`config.mk`:
```
export PLATFORM = sky130hd
export DESIGN_NAME = irq_dma_ctl
export DESIGN_NICKNAME = d
export VERILOG_FILES = /design/src/rtl/irq_dma_ctl.sv
export SDC_FILE = /design/constraint.sdc
export NUM_CORES = 1
export LEC_CHECK = 0
export ABC_AREA = 1
export BUFFER_PORTS_ARGS = -buffer_cell sky130_fd_sc_hd__clkbuf_2
export CORE_MARGIN = 4
export CORE_UTILIZATION = 46
export CTS_CLUSTER_DIAMETER = 40
export CTS_CLUSTER_SIZE = 24
export DETAILED_ROUTE_END_ITERATION = 10
export HOLD_SLACK_MARGIN = 0.03
export PLACE_DENSITY_LB_ADDON = 0.1
export SLEW_MARGIN = 20
export SYNTH_ARGS = -nofsm -noshare
export SYNTH_HDL_FRONTEND = slang
export SYNTH_SLANG_ARGS = --single-unit
```
`constraint.sdc`:
```
create_clock -name clk -period 1.32 [get_ports clk]
set_clock_uncertainty 0.1 [all_clocks]
set_input_delay 0.132 -clock clk [delete_from_list [all_inputs] [get_ports clk]]
set_output_delay 0.132 -clock clk [all_outputs]
set_load 0.02 [all_outputs]
```
`src/rtl/irq_dma_ctl.sv`:
```
module irq_dma_ctl #(
  parameter int N_SRC = 8,
  parameter int CNT_W = 5
) (
  input  logic             clk,
  input  logic             rst_n,
  input  logic [N_SRC-1:0] cond_i,
  input  logic             stat_rd_i,
  output logic [N_SRC-1:0] stat_o,
  input  logic             en_wr_i,
  input  logic [N_SRC-1:0] en_mask_i,
  input  logic [CNT_W-1:0] en_thr_i,
  input  logic [CNT_W-1:0] fifo_cnt_i,
  input  logic             fifo_empty_i,
  output logic             irq_n_o,
  output logic             dma_req_o
);

  logic [N_SRC-1:0] stat_q;
  logic [N_SRC-1:0] mask_q;
  logic [CNT_W-1:0] thr_q;
  logic             dma_q;

  logic [N_SRC-1:0] stat_keep;
  logic             cnt_hit;

  assign stat_keep = stat_rd_i ? '0 : stat_q;
  assign cnt_hit   = (fifo_cnt_i == thr_q);

  always_ff @(posedge clk or negedge rst_n) begin
    if (!rst_n) stat_q <= '0;
    else        stat_q <= stat_keep | cond_i;
  end

  always_ff @(posedge clk or negedge rst_n) begin
    if (!rst_n) begin
      mask_q <= '0;
      thr_q  <= '0;
    end else if (en_wr_i) begin
      mask_q <= en_mask_i;
      thr_q  <= en_thr_i;
    end
  end

  always_ff @(posedge clk or negedge rst_n) begin
    if (!rst_n)            dma_q <= 1'b0;
    else if (fifo_empty_i) dma_q <= 1'b0;
    else if (cnt_hit)      dma_q <= 1'b1;
  end

  assign stat_o    = stat_q;
  assign irq_n_o   = ~|(stat_q & mask_q);
  assign dma_req_o = dma_q;

endmodule


```
==> results.json <==
{
  "cts_made_buffers": 3,
  "hold_path.class": "input port to flip-flop",
  "fp.dieW_um": 53.9,
  "final_area_sq_um": 1520,
  "grt_pass1_wl_um": 3730,
  "fill_cells": 149,
  "critPathSlowestCell": "dfrtp_1",
  "core_sq_um": 1980,
  "met2_length_um": 1200,
  "worstSetupPathType": "flip-flop to primary output",
  "hold_viol": 0,
  "dr_total_vias": 841,
  "syn_area_per_cell_sq_um": 9.91,
  "cts.path.max_buffers": 2,
  "slowest_delay_ps": 410,
  "start_kind": "flip-flop",
  "status": "finished, violations left",
  "relSlewSlack": 0.637,
  "rsz0062_at_grt": "true",
  "dpl_cell_area_sq_um": 1190,
  "fp-row-count": 16,
  "ys_ff_latch": 22,
  "dr_wl_met3_um": 130,
  "grt_max_degree": 23,
  "syn_nets": 129,
  "worst_skew_pair.late_latency_ps": 300,
  "area_growth_pct": 56.6,
  "initial_utilization": 0.490,
  "place_congestion": 0.707,
  "die_h_um": 53.9,
  "wirelength_um": 2280,
  "grt.overflow.total": 0,
  "grtUsageTotal": 0.178,
  "violations": "negative setup slack",
  "crit_chain": "inv_2 > o22ai_2 > nor3_2 > buf_4",
  "cts.sinks": 22,
  "fin_crit_ps": 1400,
  "syn-cell-area_sq_um": 971,
  "vias_per_cell": 4.29,
  "drive_gt1_frac": 0.391,
  "max_freq_mhz": 715,
  "utilization": 0.767,
  "cts_tree": "done",
  "leakage_nw": 0.836,
  "antenna_found_initial": 0,
  "tightest_slew_ps": 544,
  "setup.worst_path.end_class": "primary output",
  "drv_slew": 0,
  "timing.final.crit_share": 1.06,
  "setup_viol": 2,
  "arrival_ps": 1170,
  "antenna_left": 0,
  "m1WireLength_um": 924,
  "cp.required_ps": 1090,
  "setup_slack_ps": -79.1,
  "firstDrtPassIters": 4,
  "first_global_vias": 888,
  "ctsRootBufferMaster": "clkbuf_4",
  "power.density_nw_per_um2": 911,
  "yosysWarnings": 0,
  "drc": 0,
  "port_buffers": 40,
  "htree_num_levels": 1,
  "num_io_pins": 41,
  "top_layer": "met4",
  "synth.distinct_cells": 16,
  "ir_worst_vdd_uv": 797,
  "layout.nets": 202,
  "cp_max_fo": 2,
  "dp_hpwl_um": 1480,
  "drtIter0Drc": 10,
  "wl_per_cell_um": 11.6,
  "ys_seq_area_frac": 0.567,
  "synthCells": 98,
  "max_cap_viol_count": 0,
  "antenna_cells": 0,
  "dieArea_sq_um": 2910,
  "clk_pin_slew_ps": 110
}
report_power, final:
part	switching, W	internal, W
Combinational	0.000147	0.000182
Sequential	0.0000316	0.000729
Clock	0.000189	0.000106
worst paths after layout:
path | startpoint | endpoint | slack, ps | depth (start not counted)
setup / recovery | stat_o[4] | irq_n_o | -80 | 4
setup reg to reg | thr_q[3] | dma_req_o | 260 | 6
hold / removal | fifo_cnt_i[4] | dma_req_o | 50 | 4
hold reg to reg | mask_q[0] | mask_q[0] | 430 | 1
min in group asynchronous | rst_n | stat_o[2] | 230 | 2
max in group asynchronous | rst_n | stat_o[1] | 530 | 2
cells in the final DEF, fill, tap and decap left out:
cell	count
clkbuf_2	39
nor2_1	4
nor3_2	1
buf_4	8
dlygate4sd3_1	24
dfrtp_1	22
o21bai_1	8
nand3_1	1
mux2_4	6
xnor2_1	1
nand4_1	1
inv_2	6
o22ai_2	2
clkbuf_4	3
inv_1	14
o21ai_0	7
nand2_1	21
a21oi_2	1
routing by layer:
layer,global-route usage,up-vias
li1,-,448
met1,0.214,363
met2,0.319,26
met3,0.0388,4
met4,0.0468,0
met5,0,-
worst max-delay path, delay by kind of cell, from the launching register on:
kind                   cells  cell delay [ps]
flip-flops                 1              410
AND/OR/NAND/NOR            1              160
AO/OA/AOI/OAI              1               70
buffers and inverters      2              230
metrics by stage:
| stage | hold slack [ps] | worst slack (ps) | TNS [ps] | total power [W] | instances |
|---|---|---|---|---|---|
| 2_1_floorplan | -264 | 91.7 | 0 | 0.000914 | 98 |
| 3_3_place_gp | 39.5 | 173 | 0 | 0.00101 | 162 |
| 3_5_place_dp | 39.5 | 164 | 0 | 0.00101 | 162 |
| 4_1_cts | 45.6 | -112 | -112 | 0.00139 | 195 |
| 5_1_grt | 57.9 | -167 | -215 | 0.00147 | 196 |
| 6_report | 51.5 | -79.1 | -83.2 | 0.00138 | 196 |
cell usage after synthesis:
master    count  share of area
a21oi_2       1         0.0090
dfrtp_1      22           0.57
o21ai_0       7          0.036
clkbuf_1      1         0.0039
xnor2_1       1         0.0090
nand3_1       1         0.0051
o22ai_1       2          0.013
o21bai_1      8          0.062
inv_1        20          0.077
nand4_1       1         0.0064
mux2_4        6          0.093
buf_6         1          0.012
nor2_1        4          0.015
nand2_1      21          0.081
nor3_1        1         0.0051
buf_2         1         0.0051
area by class of cell:
class | instances | area, sq um | area share
tap | 27 | 33.8 | 0.0222
clock buffer | 3 | 22.5 | 0.0148
sequential | 22 | 551 | 0.362
timing repair buffer | 71 | 495 | 0.326
multi-input combinational | 53 | 343 | 0.226
inverter | 20 | 75.1 | 0.0494
flip-flops by register name, indices dropped and copies added (netlist names):
register,count
dma_req_o,1
mask_q,8
stat_o,8
thr_q,5
cells by family after synthesis:
| group | share of synthesized area |
|---|---|
| simple gates | 0.113 |
| buf+inv | 0.0979 |
| flops | 0.567 |
| compound gates | 0.120 |
| mux | 0.0928 |
| xor+xnor | 0.00902 |
what timing repair did:
item                                    4_1_cts  5_1_grt
hold buffers                                 24        0
endpoints found under the setup margin        1        1
endpoints found under the hold margin        44        0
pin swaps                                     2        0
buffers inserted                              6        1
gates resized for setup                       9        1
Power figures use the tool's default switching activity.
